**config.mk**
```make
export PLATFORM = sky130hd
export DESIGN_NAME = tsense_seq
export DESIGN_NICKNAME = d
export VERILOG_FILES = /design/src/rtl/tsense_pkg.sv /design/src/rtl/tsense_script.sv /design/src/rtl/tsense_fall.sv /design/src/rtl/tsense_word.sv /design/src/rtl/tsense_seq.sv
export SDC_FILE = /design/constraint.sdc
export NUM_CORES = 1
export LEC_CHECK = 0
export BUFFER_PORTS_ARGS = -buffer_cell sky130_fd_sc_hd__buf_2
export CORE_ASPECT_RATIO = 0.6
export CORE_MARGIN = 2
export CORE_UTILIZATION = 50
export CTS_CLUSTER_DIAMETER = 30
export DETAILED_ROUTE_END_ITERATION = 7
export PLACE_DENSITY = 0.77
export SLEW_MARGIN = 10
export SYNTH_ARGS = -nofsm -noshare
export SYNTH_HDL_FRONTEND = slang
export SYNTH_SLANG_ARGS = --single-unit
```
**constraint.sdc**
```tcl
create_clock -name clk -period 3.7 [get_ports clk]
set_input_delay 0.74 -clock clk [delete_from_list [all_inputs] [get_ports clk]]
set_output_delay 0.74 -clock clk [all_outputs]
set_load 0.03 [all_outputs]
```
**src/rtl/tsense_pkg.sv**
```systemverilog
package tsense_pkg;
  typedef enum logic [1:0] {ST_IDLE, ST_XFER, ST_DRAIN} seq_state_t;
  typedef enum logic [1:0] {TX_CONFIG, TX_POINT, TX_READ} txn_t;
  typedef struct packed {
    logic       rnw;
    logic [7:0] wdata;
    logic       last;
  } step_t;
endpackage

```
**src/rtl/tsense_script.sv**
```systemverilog
module tsense_script
  import tsense_pkg::*;
#(
  parameter logic [7:0] CFG_PTR  = 8'h01,
  parameter logic [7:0] CFG_VAL  = 8'h60,
  parameter logic [7:0] TEMP_PTR = 8'h00
) (
  input  txn_t  txn,
  input  logic  byte_idx,
  output step_t step
);
  always_comb begin
    step.rnw   = 1'b0;
    step.wdata = 8'h00;
    step.last  = 1'b1;
    case (txn)
      TX_CONFIG: begin
        step.wdata = byte_idx ? CFG_VAL : CFG_PTR;
        step.last  = byte_idx;
      end
      TX_POINT: begin
        step.wdata = TEMP_PTR;
      end
      TX_READ: begin
        step.rnw  = 1'b1;
        step.last = byte_idx;
      end
      default: ;
    endcase
  end
endmodule

```
**src/rtl/tsense_fall.sv**
```systemverilog
module tsense_fall (
  input  logic clk,
  input  logic rst_n,
  input  logic level,
  output logic fall
);
  logic level_q;
  always_ff @(posedge clk or negedge rst_n)
    if (!rst_n) level_q <= 1'b0;
    else        level_q <= level;
  assign fall = level_q & ~level;
endmodule

```
**src/rtl/tsense_word.sv**
```systemverilog
module tsense_word #(
  parameter int TEMP_W = 12
) (
  input  logic              clk,
  input  logic              rst_n,
  input  logic              cap_hi,
  input  logic              cap_lo,
  input  logic              publish,
  input  logic [7:0]        rdata,
  output logic [TEMP_W-1:0] word,
  output logic              valid
);
  localparam int RAW_W = 16;
  logic [7:0] hi_q, lo_q;
  logic [RAW_W-1:0] raw;
  assign raw = {hi_q, lo_q};

  always_ff @(posedge clk or negedge rst_n) begin
    if (!rst_n) begin
      hi_q  <= '0;
      lo_q  <= '0;
      word  <= '0;
      valid <= 1'b0;
    end else begin
      if (cap_hi) hi_q <= rdata;
      if (cap_lo) lo_q <= rdata;
      valid <= publish;
      if (publish) word <= raw[RAW_W-1 -: TEMP_W];
    end
  end
endmodule

```
**src/rtl/tsense_seq.sv**
```systemverilog
module tsense_seq
  import tsense_pkg::*;
#(
  parameter logic [6:0] DEV_ADDR = 7'b1001000,
  parameter logic [7:0] CFG_PTR  = 8'h01,
  parameter logic [7:0] CFG_VAL  = 8'h60,
  parameter logic [7:0] TEMP_PTR = 8'h00,
  parameter int         TEMP_W   = 12
) (
  input  logic              clk,
  input  logic              rst_n,
  input  logic              start,
  input  logic              mst_busy,
  input  logic              mst_ack_err,
  input  logic [7:0]        mst_rdata,
  output logic              mst_ena,
  output logic [6:0]        mst_addr,
  output logic              mst_rnw,
  output logic [7:0]        mst_wdata,
  output logic [TEMP_W-1:0] temp_data,
  output logic              temp_valid,
  output logic              err_flag
);
  seq_state_t state;
  txn_t       txn;
  logic       byte_idx, ena_q, cfg_done, err_q, seen_busy;
  logic       busy_fall, abort;
  step_t      step;

  tsense_script #(.CFG_PTR(CFG_PTR), .CFG_VAL(CFG_VAL), .TEMP_PTR(TEMP_PTR)) u_script (
    .txn(txn), .byte_idx(byte_idx), .step(step));

  tsense_fall u_fall (.clk(clk), .rst_n(rst_n), .level(mst_busy), .fall(busy_fall));

  // an error only counts once the master has taken this transaction's command
  assign abort = (state != ST_IDLE) && seen_busy && mst_ack_err;

  logic in_read, cap_hi, cap_lo, publish;
  assign in_read = (txn == TX_READ);
  assign cap_hi  = (state == ST_XFER)  && busy_fall && in_read && !byte_idx && !abort;
  assign cap_lo  = (state == ST_XFER)  && busy_fall && in_read &&  byte_idx && !abort;
  assign publish = (state == ST_DRAIN) && busy_fall && in_read && !abort;

  tsense_word #(.TEMP_W(TEMP_W)) u_word (
    .clk(clk), .rst_n(rst_n), .cap_hi(cap_hi), .cap_lo(cap_lo), .publish(publish),
    .rdata(mst_rdata), .word(temp_data), .valid(temp_valid));

  always_ff @(posedge clk or negedge rst_n) begin
    if (!rst_n) begin
      state     <= ST_IDLE;
      txn       <= TX_CONFIG;
      byte_idx  <= 1'b0;
      ena_q     <= 1'b0;
      cfg_done  <= 1'b0;
      err_q     <= 1'b0;
      seen_busy <= 1'b0;
    end else if (state == ST_IDLE) begin
      if (start && !mst_busy) begin
        err_q     <= 1'b0;
        txn       <= cfg_done ? TX_READ : TX_CONFIG;
        byte_idx  <= 1'b0;
        ena_q     <= 1'b1;
        seen_busy <= 1'b0;
        state     <= ST_XFER;
      end
    end else if (abort) begin
      ena_q <= 1'b0;
      err_q <= 1'b1;
      state <= ST_IDLE;
    end else begin
      if (mst_busy) seen_busy <= 1'b1;
      if (busy_fall) begin
        if (state == ST_XFER) begin
          if (step.last) begin
            ena_q <= 1'b0;
            state <= ST_DRAIN;
          end else begin
            byte_idx <= 1'b1;
          end
        end else if (in_read) begin
          state <= ST_IDLE;
        end else begin
          if (txn == TX_POINT) cfg_done <= 1'b1;
          txn       <= txn_t'(txn + 2'd1);
          byte_idx  <= 1'b0;
          ena_q     <= 1'b1;
          seen_busy <= 1'b0;
          state     <= ST_XFER;
        end
      end
    end
  end

  assign mst_ena   = ena_q;
  assign mst_addr  = DEV_ADDR;
  assign mst_rnw   = step.rnw;
  assign mst_wdata = step.wdata;
  assign err_flag  = err_q;
endmodule

```
* Word-level counts from Yosys, hierarchy flattened
Cells that the tools add are included. W data, S select, Z words.
Word-level totals: output and inout bits 31, input port bits 13, logic and storage cells 100, flip-flop bits (word level) 39
Cells by class: reductions and logical operators 29, equality and inequality tests 12, multiplexer cells 40, add/sub/neg operators 1, bitwise gates (word level) 6
Operator list (count):
- $mux W2 | 13
- $mux W1 | 25
- $logic_and A1 B1 Y1 | 12
- $reduce_and A5 Y1 | 2
- $mux W8 | 1
- $ne A2 B1 Y1 const B | 4
- $mux W7 | 1
- $reduce_and A6 Y1 | 1
- $reduce_bool A2 Y1 | 3
- $not A1 Y1 | 5
- $eq A2 B1 Y1 const B | 2
- $eq A2 B2 Y1 const B | 2
- $logic_not A2 Y1 | 2
- $ne A4 B2 Y1 const B | 1
- $ne A4 B3 Y1 const B | 1
- $reduce_and A2 Y1 | 2
- $reduce_and A4 Y1 | 1
- $logic_not A1 Y1 | 3
- $ne A3 B1 Y1 const B | 1
- $ne A3 B2 Y1 const B | 1
- $reduce_and A3 Y1 | 1
- $reduce_bool A3 Y1 | 1
- $add A2 B1 Y2 const B | 1
- $reduce_or A2 Y1 | 1
- $and A1 B1 Y1 | 1

* Logic depth before layout (Yosys ltp)
depth after elaboration 8, depth in mapped cells 6, depth with buffers taken out 6

* Hierarchy
Synthesis repeated with hierarchy kept, for this count alone.
Unflattened totals: cell total of the unflattened synthesis 126, area total of the unflattened synthesis 1652.8 um2
Modules (own cells, without submodules):
- tsense_word | times used 1, cells an instance 51, area each 955.9 um2, seq. area each 625.6 um2
- tsense_seq | times used 1, cells an instance 62, area each 584.3 um2, seq. area each 225.2 um2
- tsense_script | times used 1, cells an instance 11, area each 73.8 um2, seq. area each 0.0 um2
- tsense_fall | times used 1, cells an instance 2, area each 38.8 um2, seq. area each 25.0 um2

* Worst setup path before layout
Ideal clock, no wire load.
path type reg-to-output, start point register txn[0], end point output port mst_wdata[6], required time 2960 ps, arrival time 1161 ps, path buffers 1, setup slack 1799 ps, cell stages (with the launch flop) 5, path through dfrtp_1 -> inv_1 -> ha_1 -> and2_1 -> buf_4
Between the ends: word-level cells in the longest chain between the ends 2
RTL lines:
- start: declaration | line tsense_seq.sv:25 | txn_t txn;
- start signal: assignment | line tsense_seq.sv:60 | txn <= cfg_done ? TX_READ : TX_CONFIG;
- start signal: assignment | line tsense_seq.sv:84 | txn <= txn_t'(txn + 2'd1);
- $logic_not A2 Y1 | line tsense_script.sv:16 | case (txn)
- $mux W8 | line tsense_script.sv:16
- end: declaration | line tsense_seq.sv:19 | output logic [7:0] mst_wdata,
Every way passes these cells.

* Worst setup path after layout
start point register txn[0], end point output port mst_rnw
Between the ends: word-level cells in the longest chain between the ends 2
RTL lines:
- $eq A2 B2 Y1 | line tsense_script.sv:16
- $mux W1 | line tsense_script.sv:16
- end: declaration | line tsense_seq.sv:18 | output logic mst_rnw,
Every way passes these cells.

==> results.py <==
metrics = {
    "setup_path": {
        "critPathLaunchType": "register",
        "crit_type": "register to primary output",
        "cp_slowest_cell": "dfrtp_1",
        "critPathMaxFanout": 7,
        "end_kind": "primary output",
        "cpPeakStageDelay_ps": 390,
        "cp.arrival_ps": 1350,
        "crit_required_ps": 2960,
        "crit_chain": "inv_1 -> ha_1 -> buf_2",
        "cp.buffers_inverters": 2,
        "crit_family": "flip-flops",
    },
    "die": {
        "die_h_um": 48.28,
        "rows": 16,
        "die_w_um": 77.81,
        "pin_count": 44,
        "fp.coreArea_um2": 3183,
        "start_util": 0.5134,
        "design.die.area_um2": 3756,
    },
    "clock_tree": {
        "ctsHoldBuffers": 0,
        "tritoncts": "built",
        "clock_sinks": 35,
        "clock_latency_ps": 290,
        "cts_root_buf": "clkbuf_8",
        "cts_resized": 0,
        "clk_pin_slew_worst_paths_ps": 70,
        "ctsLongestPathBuffers": 2,
        "post-cts-setup-buffer-count": 0,
        "cts_buffers": 5,
        "htreeDepth": 2,
    },
    "layout": {
        "final_common_cell": "dfrtp_1",
        "area_growth_pct": 15.47,
        "final_layout_size_suffix_gt1_frac": 0.4242,
        "final_cell_area_um2": 1887,
        "final_nets": 180,
        "nFillCells": 263,
        "final_cell_mix": "dfrtp_1, buf_2, mux2_2, conb_1, nor2_1",
        "final_util": 0.5928,
        "n_antenna_cell": 0,
    },
    "yosys": {
        "ys_top_cells_by_area": "dfrtp_1, mux2_2, buf_4",
        "yosysWarnings": 0,
        "ys_seq_area_frac": 0.5360,
        "synth_top_cell_area_share": 0.5360,
        "synth_area_per_cell_um2": 12.47,
        "synth_top_cell_by_area": "dfrtp_1",
        "synth_enable_flop_cells": 0,
        "ys_ff_latch": 35,
        "yosys_most_used_dff": "dfrtp_1",
        "synth_cells": 131,
        "ys_types": 36,
        "synth_area_um2": 1634,
        "synthArstFlopShare": 1.000,
    },
    "global_routing": {
        "grt_start_max_net_pins": 36,
        "antenna_found_initial": 0,
        "grt_use_total": 0.1676,
        "grt_pass1_vias": 960,
        "grt_pass1_wl_um": 4581,
        "grt_overflow": 0,
    },
    "detailed_routing": {
        "drc_errors": 0,
        "wire_per_inst_um": 13.77,
        "antenna_left": 0,
        "route.vias.total": 1057,
        "drt_first_pass_iters": 5,
        "totalWireLength_um": 2891,
        "viasPerCell": 5.033,
        "drt_first_iter_violations": 62,
    },
    "place": {
        "gp_congestion": 0.8623,
        "place_ws_ps": 1406,
        "placed_area_um2": 1769,
        "portBuffers": 31,
        "dp.final_hpwl_um": 2065,
    },
    "run": {
        "cap_violations": 0,
    },
    "timing": {
        "fin_worst_skew_ps": 8.147,
        "setup_viol": 0,
        "fin_crit_ps": 2089,
        "fin_crit_sh": 0.5645,
        "worst_slew_pin_slew_ps": 763.0,
        "grt_setup_unrepaired": "false",
        "relSlewSlack": 0.4913,
        "hold_viol_final": 0,
        "timing.fmax_mhz": 478.8,
        "worst_slack_ps": 1611,
        "slew_viol_final": 0,
        "setup_tns_ps": 0,
    },
    "pwr": {
        "power.density_nw_per_um2": 775.3,
        "peakVddDrop_mv": 0.3571,
        "fin_total_pwr_mw": 1.463,
        "p_leak_nw": 0.9922,
    },
    "min_path": {
        "hp-class": "register to register",
    },
    "outcome": {
        "status": "finished clean",
    },
}
kinds of logic after synthesis:
group           count (synthesis)  share of synthesized area
buf+inv                        17                    0.07427
flops                          35                     0.5360
fa+ha+maj                       3                    0.02297
mux                            25                     0.1715
other cells                     2                   0.004596
simple gates                   34                     0.1271
compound gates                 15                    0.06357
routing by layer:
metal	share of wire	track usage	vias to the layer above
li1	-	-	493
met1	0.44	0.2057	509
met2	0.46	0.2759	47
met3	0.081	0.07037	8
met4	0.015	0.06429	0
met5	0	0	-
worst paths after layout:
check / startpoint / slack (ps) / cells after the start / endpoint
setup reg to reg: txn[0] / 1680 / 5 / u_word.word[8]
min in group asynchronous: rst_n / 520 / 1 / u_word.lo_q[4]
setup / recovery: txn[0] / 1610 / 3 / mst_rnw
max in group asynchronous: rst_n / 2700 / 1 / state[0]
hold / removal: cfg_done / 470 / 1 / cfg_done
hold reg to reg: cfg_done / 470 / 1 / cfg_done
Yosys cell counts, types with 2 or more instances:
library cell  number
a21oi_1            4
and2_1             3
buf_4             13
conb_1             2
dfrtp_1           35
ha_1               3
inv_1              2
mux2_2            23
nand2_1            7
nor2_1            10
nor2b_1            2
nor3_4             2
o21ai_0            2
where the power goes:
group	switching, mW	internal, mW
Clock	0.140	0.218
Sequential	0.0902	0.502
Combinational	0.313	0.200
Total	0.543	0.920
stage by stage:
step	hold WS, ps	cells
after floorplan	421.6	141
after global placement	442.2	202
after detailed placement	456.4	202
after CTS	468.6	210
after global routing	498.9	210
final	465.7	210
state kept, by name, summed over array words and instances (netlist names):
| register | count |
|---|---|
| byte_idx | 1 |
| u_word.lo_q | 4 |
| state | 2 |
| mst_ena | 1 |
| seen_busy | 1 |
| err_flag | 1 |
| u_word.word | 12 |
| u_fall.level_q | 1 |
| txn | 2 |
| u_word.valid | 1 |
| u_word.hi_q | 8 |
| cfg_done | 1 |
final cells by class:
class	count	area [um^2]	area share
Sequential cell	35	875.8	0.4642
Tap cell	45	56.30	0.02984
Clock buffer	6	82.58	0.04377
Timing Repair Buffer	31	155.1	0.08223
Inverter	2	7.507	0.003979
Clock inverter	2	35.03	0.01857
Multi-Input combinational cell	89	674.4	0.3574
Power figures use the tool's default switching activity.
